==> config.mk <==
export PLATFORM = sky130hd
export DESIGN_NAME = bts_txseq
export DESIGN_NICKNAME = d
export VERILOG_FILES = /design/src/rtl/bts_pkg.sv /design/src/rtl/bts_shift.sv /design/src/rtl/bts_crc.sv /design/src/rtl/bts_hold.sv /design/src/rtl/bts_txseq.sv
export SDC_FILE = /design/constraint.sdc
export NUM_CORES = 1
export LEC_CHECK = 0
export BUFFER_PORTS_ARGS = -buffer_cell sky130_fd_sc_hd__buf_2
export CELL_PAD_IN_SITES_DETAIL_PLACEMENT = 0
export CELL_PAD_IN_SITES_GLOBAL_PLACEMENT = 2
export CORE_UTILIZATION = 35
export DETAILED_ROUTE_END_ITERATION = 7
export GPL_TIMING_DRIVEN = 0
export PLACE_DENSITY = 0.87
export REMOVE_ABC_BUFFERS = 1
export SYNTH_ARGS = -nofsm -noshare
export SYNTH_HDL_FRONTEND = slang
export SYNTH_SLANG_ARGS = --single-unit
==> constraint.sdc <==
create_clock -name clk -period 2.45 [get_ports clk]
set_input_delay 0.245 -clock clk [delete_from_list [all_inputs] [get_ports clk]]
set_output_delay 0.245 -clock clk [all_outputs]
set_load 0.05 [all_outputs]
==> src/rtl/bts_pkg.sv <==
package bts_pkg;

    localparam int BYTE_W = 8;
    localparam int IDX_W  = $clog2(BYTE_W);
    localparam logic [BYTE_W-1:0] CRC_POLY = 8'h1D;
    localparam logic [BYTE_W-1:0] CRC_SEED = 8'hFF;

    typedef logic [BYTE_W-1:0] byte_t;

    typedef enum logic {ST_IDLE, ST_SEND} seq_st_e;
    typedef enum logic {KIND_DATA, KIND_CHECK} kind_e;
    typedef enum logic [2:0] {
        ACT_NONE,
        ACT_DATA,
        ACT_CRC_OK,
        ACT_CRC_BAD,
        ACT_END
    } act_e;

    typedef struct packed {
        logic append;
        logic stream;
    } opflags_t;

    typedef struct packed {
        byte_t    data;
        opflags_t flags;
    } opword_t;

    function automatic byte_t crc_step(byte_t cur, logic din, byte_t poly);
        logic fb;
        fb = cur[BYTE_W-1] ^ din;
        return {cur[BYTE_W-2:0], 1'b0} ^ (fb ? poly : '0);
    endfunction

endpackage

==> src/rtl/bts_shift.sv <==
module bts_shift
    import bts_pkg::*;
(
    input  logic  clk,
    input  logic  rst,
    input  logic  load,
    input  byte_t load_val,
    input  logic  shift,
    output logic  msb,
    output logic  first,
    output logic  last
);
    byte_t            sh_q;
    logic [IDX_W-1:0] idx_q;

    always_ff @(posedge clk) begin
        if (rst) begin
            sh_q  <= '0;
            idx_q <= '0;
        end else if (load) begin
            sh_q  <= load_val;
            idx_q <= '0;
        end else if (shift) begin
            sh_q  <= {sh_q[BYTE_W-2:0], 1'b0};
            idx_q <= idx_q + 1'b1;
        end
    end

    assign msb   = sh_q[BYTE_W-1];
    assign first = (idx_q == '0);
    assign last  = (idx_q == IDX_W'(BYTE_W - 1));
endmodule

==> src/rtl/bts_crc.sv <==
module bts_crc
    import bts_pkg::*;
#(
    parameter byte_t POLY = CRC_POLY,
    parameter byte_t SEED = CRC_SEED
) (
    input  logic  clk,
    input  logic  rst,
    input  logic  init,
    input  logic  step,
    input  logic  bit_in,
    output byte_t crc_nxt
);
    byte_t crc_q;

    assign crc_nxt = crc_step(crc_q, bit_in, POLY);

    always_ff @(posedge clk) begin
        if (rst) begin
            crc_q <= SEED;
        end else if (init) begin
            crc_q <= SEED;
        end else if (step) begin
            crc_q <= crc_nxt;
        end
    end
endmodule

==> src/rtl/bts_hold.sv <==
module bts_hold
    import bts_pkg::*;
(
    input  logic    clk,
    input  logic    rst,
    input  logic    wr,
    input  opword_t wr_word,
    input  logic    take,
    output logic    valid,
    output opword_t word
);
    always_ff @(posedge clk) begin
        if (rst) begin
            valid <= 1'b0;
            word  <= '0;
        end else begin
            if (take) begin
                valid <= 1'b0;
            end else if (wr) begin
                valid <= 1'b1;
            end
            if (wr && !take) begin
                word <= wr_word;
            end
        end
    end
endmodule

==> src/rtl/bts_txseq.sv <==
module bts_txseq
    import bts_pkg::*;
#(
    parameter byte_t POLY = CRC_POLY,
    parameter byte_t SEED = CRC_SEED
) (
    input  logic       clk,
    input  logic       rst,
    input  logic       bit_tick,
    input  logic       op_wr,
    input  logic       op_append_crc,
    input  logic       op_stream,
    input  logic [7:0] data_in,
    output logic       ser_bit,
    output logic       ser_stb,
    output logic       byte_first,
    output logic       crc_byte,
    output logic       underflow,
    output logic       eod,
    output logic       busy
);
    seq_st_e  st_q;
    kind_e    kind_q;
    opflags_t flags_q;
    act_e     act;

    logic    sh_msb, sh_first, sh_last, sh_load, sh_shift;
    byte_t   load_val, crc_nxt;
    logic    start, fin, accept_wr, wr_now, hold_valid, nxt_avail;
    opword_t in_word, hold_word, nxt_word;

    assign in_word   = '{data: data_in, flags: '{append: op_append_crc, stream: op_stream}};
    assign start     = (st_q == ST_IDLE) && op_wr;
    assign sh_shift  = (st_q == ST_SEND) && bit_tick;
    assign fin       = sh_shift && sh_last;
    assign accept_wr = (st_q == ST_SEND) && (kind_q == KIND_DATA) && !flags_q.append;
    assign wr_now    = op_wr && accept_wr;
    assign nxt_avail = wr_now || hold_valid;
    assign nxt_word  = wr_now ? in_word : hold_word;

    always_comb begin
        act = ACT_NONE;
        if (fin) begin
            if (kind_q == KIND_CHECK)  act = ACT_END;
            else if (flags_q.append)   act = ACT_CRC_OK;
            else if (nxt_avail)        act = ACT_DATA;
            else if (flags_q.stream)   act = ACT_CRC_BAD;
            else                       act = ACT_END;
        end
    end

    always_comb begin
        sh_load  = start;
        load_val = data_in;
        unique case (act)
            ACT_DATA:    begin sh_load = 1'b1; load_val = nxt_word.data; end
            ACT_CRC_OK:  begin sh_load = 1'b1; load_val = ~crc_nxt;      end
            ACT_CRC_BAD: begin sh_load = 1'b1; load_val = crc_nxt;       end
            default:     ;
        endcase
    end

    bts_shift u_shift (
        .clk      (clk),
        .rst      (rst),
        .load     (sh_load),
        .load_val (load_val),
        .shift    (sh_shift),
        .msb      (sh_msb),
        .first    (sh_first),
        .last     (sh_last)
    );

    bts_crc #(.POLY(POLY), .SEED(SEED)) u_crc (
        .clk     (clk),
        .rst     (rst),
        .init    (start),
        .step    (sh_shift && (kind_q == KIND_DATA)),
        .bit_in  (sh_msb),
        .crc_nxt (crc_nxt)
    );

    bts_hold u_hold (
        .clk     (clk),
        .rst     (rst),
        .wr      (wr_now),
        .wr_word (in_word),
        .take    (act == ACT_DATA),
        .valid   (hold_valid),
        .word    (hold_word)
    );

    always_ff @(posedge clk) begin
        if (rst) begin
            st_q    <= ST_IDLE;
            kind_q  <= KIND_DATA;
            flags_q <= '0;
        end else if (start) begin
            st_q    <= ST_SEND;
            kind_q  <= KIND_DATA;
            flags_q <= in_word.flags;
        end else begin
            unique case (act)
                ACT_DATA: begin
                    kind_q  <= KIND_DATA;
                    flags_q <= nxt_word.flags;
                end
                ACT_CRC_OK, ACT_CRC_BAD: kind_q <= KIND_CHECK;
                ACT_END: begin
                    st_q   <= ST_IDLE;
                    kind_q <= KIND_DATA;
                end
                default: ;
            endcase
        end
    end

    always_ff @(posedge clk) begin
        if (rst) begin
            ser_bit    <= 1'b0;
            ser_stb    <= 1'b0;
            byte_first <= 1'b0;
            crc_byte   <= 1'b0;
            underflow  <= 1'b0;
            eod        <= 1'b0;
        end else begin
            ser_bit    <= sh_shift && sh_msb;
            ser_stb    <= sh_shift;
            byte_first <= sh_shift && sh_first;
            crc_byte   <= sh_shift && (kind_q == KIND_CHECK);
            underflow  <= (act == ACT_CRC_BAD);
            eod        <= (act == ACT_END);
        end
    end

    assign busy = (st_q == ST_SEND);
endmodule

Yosys cells after proc, flatten, opt, wreduce, memory -nomap -nowiden
Index checks and enable logic that the tools add are counted.
{"block": "totals", "register_bits": 40, "in_bits": 14, "out_inout_bits": 7, "word_cells": 69}
{"block": "classes", "addsub": 1, "n_eq_ne": 5, "muxes": 16, "bitwise": 5, "reduce_logical": 25}
{"op": "8-bit case mux with 3 select lines", "count": 1}
{"op": "8-bit 2-to-1 mux", "count": 2}
{"op": "3-bit 2-to-1 mux", "count": 5}
{"op": "1-bit logical AND", "count": 11}
{"op": "10-bit 2-to-1 mux", "count": 1}
{"op": "2-bit OR reduction", "count": 5}
{"op": "8-bit inverter", "count": 1}
{"op": "2-bit nonzero test", "count": 4}
{"op": "8-bit bitwise XOR", "count": 1}
{"op": "3-bit by 2-bit == test with 1-bit output, second input constant", "count": 2}
{"op": "3-bit == test, second input constant", "count": 2}
{"op": "5-bit 2-to-1 mux", "count": 1}
{"op": "2-bit 2-to-1 mux", "count": 2}
{"op": "3-bit by 1-bit adder with 3-bit output, second input constant", "count": 1}
{"op": "3-bit by 1-bit == test with 1-bit output, second input constant", "count": 1}
{"op": "3-bit logical NOT", "count": 1}
{"op": "1-bit 2-to-1 mux", "count": 3}
{"op": "3-bit OR reduction", "count": 1}
{"op": "1-bit logical NOT", "count": 2}
{"op": "1-bit inverter", "count": 2}
{"op": "1-bit case mux with 2 select lines", "count": 1}
{"op": "1-bit logical OR", "count": 1}
{"op": "1-bit bitwise XOR", "count": 1}

Depth between registers and ports, before layout
{"block": "depth", "depth_word": 13, "ltp_mapped": 8, "mapped_depth_nobuf": 7}

By module
From an unflattened synthesis, not the netlist that was laid out.
{"block": "hier_totals", "hier_cells": 213, "hier_area_um2": 2134.5}
{"mod": "bts_txseq", "instances": 1, "cells_per_inst": 74, "area_each_um2": 669.4, "seq_area_each_um2": 200.2}
{"mod": "bts_hold", "instances": 1, "cells_per_inst": 49, "area_each_um2": 539.3, "seq_area_each_um2": 220.2}
{"mod": "bts_shift", "instances": 1, "cells_per_inst": 51, "area_each_um2": 523.0, "seq_area_each_um2": 220.2}
{"mod": "bts_crc", "instances": 1, "cells_per_inst": 39, "area_each_um2": 402.9, "seq_area_each_um2": 160.2}

Worst setup path before layout
No wires, ideal clock.
{"block": "synth_path", "path_type": "register -> register", "startpoint": "reg st_q, in the netlist busy", "endpoint": "reg u_shift.sh_q[3]", "setup_ps": 135, "arrival_time_ps": 1822, "required_time_ps": 2315, "path_slack_ps": 493, "stages_incl_launch_ff": 7, "n_path_buf": 1, "period_less_slack_ps": 1957, "cell_sequence": "dfxtp_1 -> buf_4 -> nand4b_2 -> nor2_2 -> nor2_1 -> a222oi_1 -> o32ai_1"}
{"block": "synth_via", "elab_chain_len": 12, "elab_cells_between_ends": 21, "classes_between": "3 x eq/ne; 8 x mux; 1 x bitwise; 9 x reduce/logical"}
{"item": "start: declaration", "line_no": "bts_txseq.sv:22", "source": "seq_st_e st_q;"}
{"item": "start signal: assignment", "line_no": "bts_txseq.sv:95", "source": "st_q <= ST_IDLE;"}
{"item": "start signal: assignment", "line_no": "bts_txseq.sv:99", "source": "st_q <= ST_SEND;"}
{"item": "start signal: assignment", "line_no": "bts_txseq.sv:110", "source": "st_q <= ST_IDLE;"}
{"item": "1-bit logical AND (2 in a row)", "line_no": "bts_txseq.sv:36", "source": "assign accept_wr = (st_q == ST_SEND) && (kind_q == KIND_DATA) && !flags_q.append;"}
{"item": "1-bit logical AND", "line_no": "bts_txseq.sv:37", "source": "assign wr_now = op_wr && accept_wr;"}
{"item": "1-bit logical OR", "line_no": "bts_txseq.sv:38", "source": "assign nxt_avail = wr_now || hold_valid;"}
{"item": "3-bit 2-to-1 mux", "line_no": "bts_txseq.sv:46", "source": "else if (nxt_avail) act = ACT_DATA;"}
{"item": "3-bit 2-to-1 mux", "line_no": "bts_txseq.sv:45", "source": "else if (flags_q.append) act = ACT_CRC_OK;"}
{"item": "3-bit 2-to-1 mux", "line_no": "bts_txseq.sv:44", "source": "if (kind_q == KIND_CHECK) act = ACT_END;"}
{"item": "3-bit 2-to-1 mux", "line_no": "bts_txseq.sv:43", "source": "if (fin) begin"}
{"item": "3-bit by 2-bit == test with 1-bit output or 3-bit by 1-bit == test with 1-bit output (tied branches)", "line_no": "bts_txseq.sv:55", "source": "unique case (act)"}
{"item": "3-bit OR reduction (no source line)"}
{"item": "1-bit 2-to-1 mux", "line_no": "bts_txseq.sv:55"}
{"item": "8-bit 2-to-1 mux or 2-bit nonzero test (tied branches)"}
{"item": "end signal: assignment", "line_no": "bts_shift.sv:21", "source": "sh_q <= load_val;"}
{"item": "end signal: assignment", "line_no": "bts_shift.sv:24", "source": "sh_q <= {sh_q[BYTE_W-2:0], 1'b0};"}
{"item": "end: declaration", "line_no": "bts_shift.sv:13", "source": "byte_t sh_q;"}
Several ways; a longest one is shown, not always the timed one.
A chain may end at the register's enable or synchronous reset.

Worst setup path in the final report
{"block": "layout_path", "startpoint": "reg u_shift.idx_q[1]", "endpoint": "reg u_shift.sh_q[3]"}
{"block": "layout_via", "elab_chain_len": 7, "elab_cells_between_ends": 11, "classes_between": "4 x eq/ne; 4 x mux; 3 x reduce/logical"}
{"item": "start: declaration", "line_no": "bts_shift.sv:14", "source": "logic [IDX_W-1:0] idx_q;"}
{"item": "start signal: assignment", "line_no": "bts_shift.sv:25", "source": "idx_q <= idx_q + 1'b1;"}
{"item": "3-bit == test (*)", "line_no": "bts_shift.sv:31", "source": "assign last = (idx_q == IDX_W'(BYTE_W - 1));"}
{"item": "1-bit logical AND (*)", "line_no": "bts_txseq.sv:35", "source": "assign fin = sh_shift && sh_last;"}
{"item": "3-bit 2-to-1 mux (*)", "line_no": "bts_txseq.sv:43"}
{"item": "3-bit by 2-bit == test with 1-bit output or 3-bit by 1-bit == test with 1-bit output (tied branches)", "line_no": "bts_txseq.sv:55"}
{"item": "3-bit OR reduction (no source line)"}
{"item": "1-bit 2-to-1 mux", "line_no": "bts_txseq.sv:55"}
{"item": "8-bit 2-to-1 mux or 2-bit nonzero test (tied branches)"}
Every way passes the cells marked *; elsewhere a longest branch is shown, timed or not.

==> implementation parameters <==
Parameter                              Value

Status
  Outcome    completed

STA
  Normalized max-slew margin    47.2%
  Portion of the clock cycle consumed by the worst path in the final layout    91.9%
  Max-slew violation total from the final report    0
  Tmin final    2.25 ns
  Final Hold Slack    0.204 ns
  Setup violation total in the final timing report    0
  Fmax    444 MHz
  Post-route clock skew    0.00876 ns
  Worst Tran Pin Value    0.790 ns
  Setup repair after global routing missed its margin    no
  Final Hold Viols    0

Setup path
  Critical-path cell with the highest stage delay    sky130_fd_sc_hd__a222oi_1
  Worst path most repeated cell    sky130_fd_sc_hd__ha_1
  Max stage delay on crit path    0.42 ns
  Kind of end point of the critical path    flip-flop
  Cell family with most CP delay    simple AND/OR/NAND/NOR gates
  CP Buf/Inv Count    0
  Biggest fanout along the worst timing path    14
  Type of element launching the critical path    flip-flop
  Data arrival time at the worst-slack endpoint    2.41 ns
  Critical path type    reg2reg
  Ordered cell list for the critical path    ha_1 -> ha_1 -> nand4b_4 -> nor2_4 -> nor2_1 -> a222oi_1 -> o32ai_1
  Required time reported for the critical path endpoint    2.61 ns
  Depth of the critical timing path with buffers and inverters included    7
  Worst Reg-to-Reg Cells    7

Die
  Starting density of the core    37.5%
  Count of standard-cell rows    26
  DIE WIDTH    77.1 um
  Placeable Area    0.00527 mm2
  Vertical extent of the die    77.1 um
  Boundary Pins    21
  Total die area    0.00595 mm2

Yosys
  Library cells used by synthesis    46
  Top flip-flop cell by instance count after synthesis    sky130_fd_sc_hd__dfxtp_1
  Number of register bits inferred by synthesis    40
  Sequential cell area fraction in the yosys report    40.6%
  Leading cell types by total area after synthesis    sky130_fd_sc_hd__dfxtp_1 41%, sky130_fd_sc_hd__a21oi_1 6.6%, sky130_fd_sc_hd__nand2_1 5.9%, sky130_fd_sc_hd__nand3_1 4.8%, sky130_fd_sc_hd__xnor2_1 3.5%
  Share of the synthesized area in the top cell type    40.6%
  Largest area contributor in the netlist    sky130_fd_sc_hd__dfxtp_1
  Number of enable-type register cells in the synthesized netlist    0
  Async S/R FF share, synth    0%
  Area of the mapped netlist    0.00197 mm2
  Number of warnings reported in the yosys synthesis log    0
  Mean instance size in the synthesized netlist    8.62 um2
  Instance count of the mapped netlist    229

Drt
  Number of vias in the routed layout    1675
  Drt first pass iters    4
  Post-route DRC    0
  DR iter-0 viols    74
  Post-detailed-route count of antenna-violating nets    0
  Vias per Instance    5.35
  Sum of routed wire length over all layers    4.67 mm
  Average wire length per cell after detail routing    14.9 um

Pwr
  Part of the total power dissipated in sequential elements    52.0%
  Total chip power    1360 uW
  Combinational cell fraction of total power    16.5%
  Total internal power    959 uW
  Power density relative to cell area    620 mW/mm2
  Net switching fraction of the power    29.6%
  Net Switching    403 uW
  Clock network fraction of design power    31.5%
  Leakage    0.000847 uW
  Max rail drop VDD    320 uV

Cells and area
  Layout area overhead    11.3%
  Footprint of the multi-input gates    0.00110 mm2
  Number of cells in the finished layout apart from fillers    313
  Count of inserted antenna diode cells    0
  Share of layout cells above drive strength 1    17.7%
  Register Area    801 um2
  Fill cell count    566
  Final design utilization    41.7%
  Final net count    260

Global route
  Antenna violations before repair    0
  GRT Residual Overflow    0
  Via count of the first global-routing pass    1472
  Wire length of the first global-routing pass    7.73 mm
  All-layer global routing usage    16.9%
  Largest net degree at the start of global routing    24

Min path
  Cell count of the worst hold path    3
  Worst hold path type    in2reg

Flow run
  Max_cap viols    0

CTS
  Clock tree from TritonCTS    done
  Clock slew seen by the registers of the worst setup and hold paths    0.08 ns
  Buffer depth of the longest clock path    2
  Clk Tree Root Cell    sky130_fd_sc_hd__clkbuf_8
  CTS sink cnt    40
  Number of hold buffers added after cts    0
  Number of H-tree branching levels    2
  TritonCTS Buffers    5
  Resize count post-CTS    3
  Buffers inserted during post-CTS setup optimization    0
  Clock network latency to the later pin of the worst-skew pair    0.30 ns

Place
  IO Port Bufs    20
  GP Congestion    0.787
  Post-Place Cells    306
  HPWL after detailed placement    3.18 mm
==> metal layers <==
layer	vias up	wire (um)	global-route usage, %
li1	846	-	-
met1	797	2330	23.6
met2	27	2140	25.2
met3	5	155	3.93
met4	0	47	5.66
met5	-	0	0
==> power by group through the flow <==
stage               sequential, uW  combinational, uW  clock [uW]
finish                         707                225         429
global route                   712                251         475
CTS                            707                227         441
detailed placement             722                225           0
global placement               722                224           0
floorplan                      726                150           0
==> cell usage after synthesis, drive strengths merged, types with 2 or more instances <==
master and count:
xor2 5, a21oi 27, mux2i 6, xnor2 8, a222oi 2, ha 3, and3 2, a221o 5
o21ai 11, inv 7, nor2 15, nor2b 2, nand3 20, or2 2, and2 3, buf 8
nand2 31, a211oi 3, clkbuf 5, nor4 2, o211ai 4, dfxtp 40
==> through the flow <==
step                      TNS [ns]  instance area, um2  setup WS (ns)
final                            0                2200          0.198
after global routing             0                2200        0.00595
after CTS                        0                2200         0.0429
after detailed placement     -1.61                2100         -0.213
after global placement      -0.875                2100         -0.124
after floorplan                  0                1910          0.167
==> layout by cell type, fill, tap and decap left out, types with 2 or more instances in the layout <==
master / count
sky130_fd_sc_hd__nor2b_1: 2
sky130_fd_sc_hd__and3_1: 2
sky130_fd_sc_hd__buf_2: 20
sky130_fd_sc_hd__xnor2_1: 8
sky130_fd_sc_hd__xor2_1: 5
sky130_fd_sc_hd__a221o_1: 5
sky130_fd_sc_hd__a222oi_1: 2
sky130_fd_sc_hd__a211oi_2: 2
sky130_fd_sc_hd__nor2_1: 14
sky130_fd_sc_hd__o21ai_0: 11
sky130_fd_sc_hd__inv_1: 7
sky130_fd_sc_hd__or2_2: 2
sky130_fd_sc_hd__a21oi_1: 25
sky130_fd_sc_hd__dfxtp_1: 40
sky130_fd_sc_hd__mux2i_1: 6
sky130_fd_sc_hd__and2_1: 3
sky130_fd_sc_hd__nand2_1: 31
sky130_fd_sc_hd__o211ai_1: 4
sky130_fd_sc_hd__clkbuf_8: 5
sky130_fd_sc_hd__nand3_1: 19
sky130_fd_sc_hd__ha_1: 3
sky130_fd_sc_hd__nor4_1: 2
==> kinds of logic after synthesis <==
| logic type | count (synthesis) | synth area share (%) |
|---|---|---|
| adders and majority gates | 3 | 1.90 |
| AOI/OAI and AO/OA | 61 | 21.4 |
| DFF | 40 | 40.6 |
| buffers and inverters | 20 | 4.56 |
| muxes | 7 | 3.61 |
| and+or+nand+nor | 85 | 22.2 |
| xor gates and xnor gates | 13 | 5.77 |
==> layout make-up <==
cell class	instances	area share, %
sequential	40	36.4
clock inverter	2	0.569
inverter	7	1.20
timing repair buffer	20	4.56
tap	70	3.99
clock buffer	5	3.13
multi-input combinational	169	50.1
==> worst reg2reg max path, cell delays in order (launching register included) <==
cell and delay [ns]:
sky130_fd_sc_hd__dfxtp_1 0.36, sky130_fd_sc_hd__ha_1 0.17, sky130_fd_sc_hd__ha_1 0.26, sky130_fd_sc_hd__nand4b_4 0.31
sky130_fd_sc_hd__nor2_4 0.34, sky130_fd_sc_hd__nor2_1 0.14, sky130_fd_sc_hd__a222oi_1 0.42, sky130_fd_sc_hd__o32ai_1 0.13
==> sequential cells by signal, indices dropped and copies added (netlist names), 2 cells and up <==
register       count
u_shift.sh_q       8
flags_q            2
u_hold.word       10
u_shift.idx_q      3
u_crc.crc_q        8
==> final timing paths <==
kind	start	endpoint	slack, ns
hold / removal	data_in[3]	u_hold.word[5]$_SDFFE_PP0P_	0.20
setup reg to reg	u_shift.idx_q[1]$_SDFFE_PP0P_	u_shift.sh_q[3]$_SDFFE_PP0P_	0.20
setup / recovery	u_shift.idx_q[1]$_SDFFE_PP0P_	u_shift.sh_q[3]$_SDFFE_PP0P_	0.20
hold reg to reg	u_hold.word[4]$_SDFFE_PP0P_	u_hold.word[4]$_SDFFE_PP0P_	0.46
No activity file was read; power rests on OpenSTA's default activity.
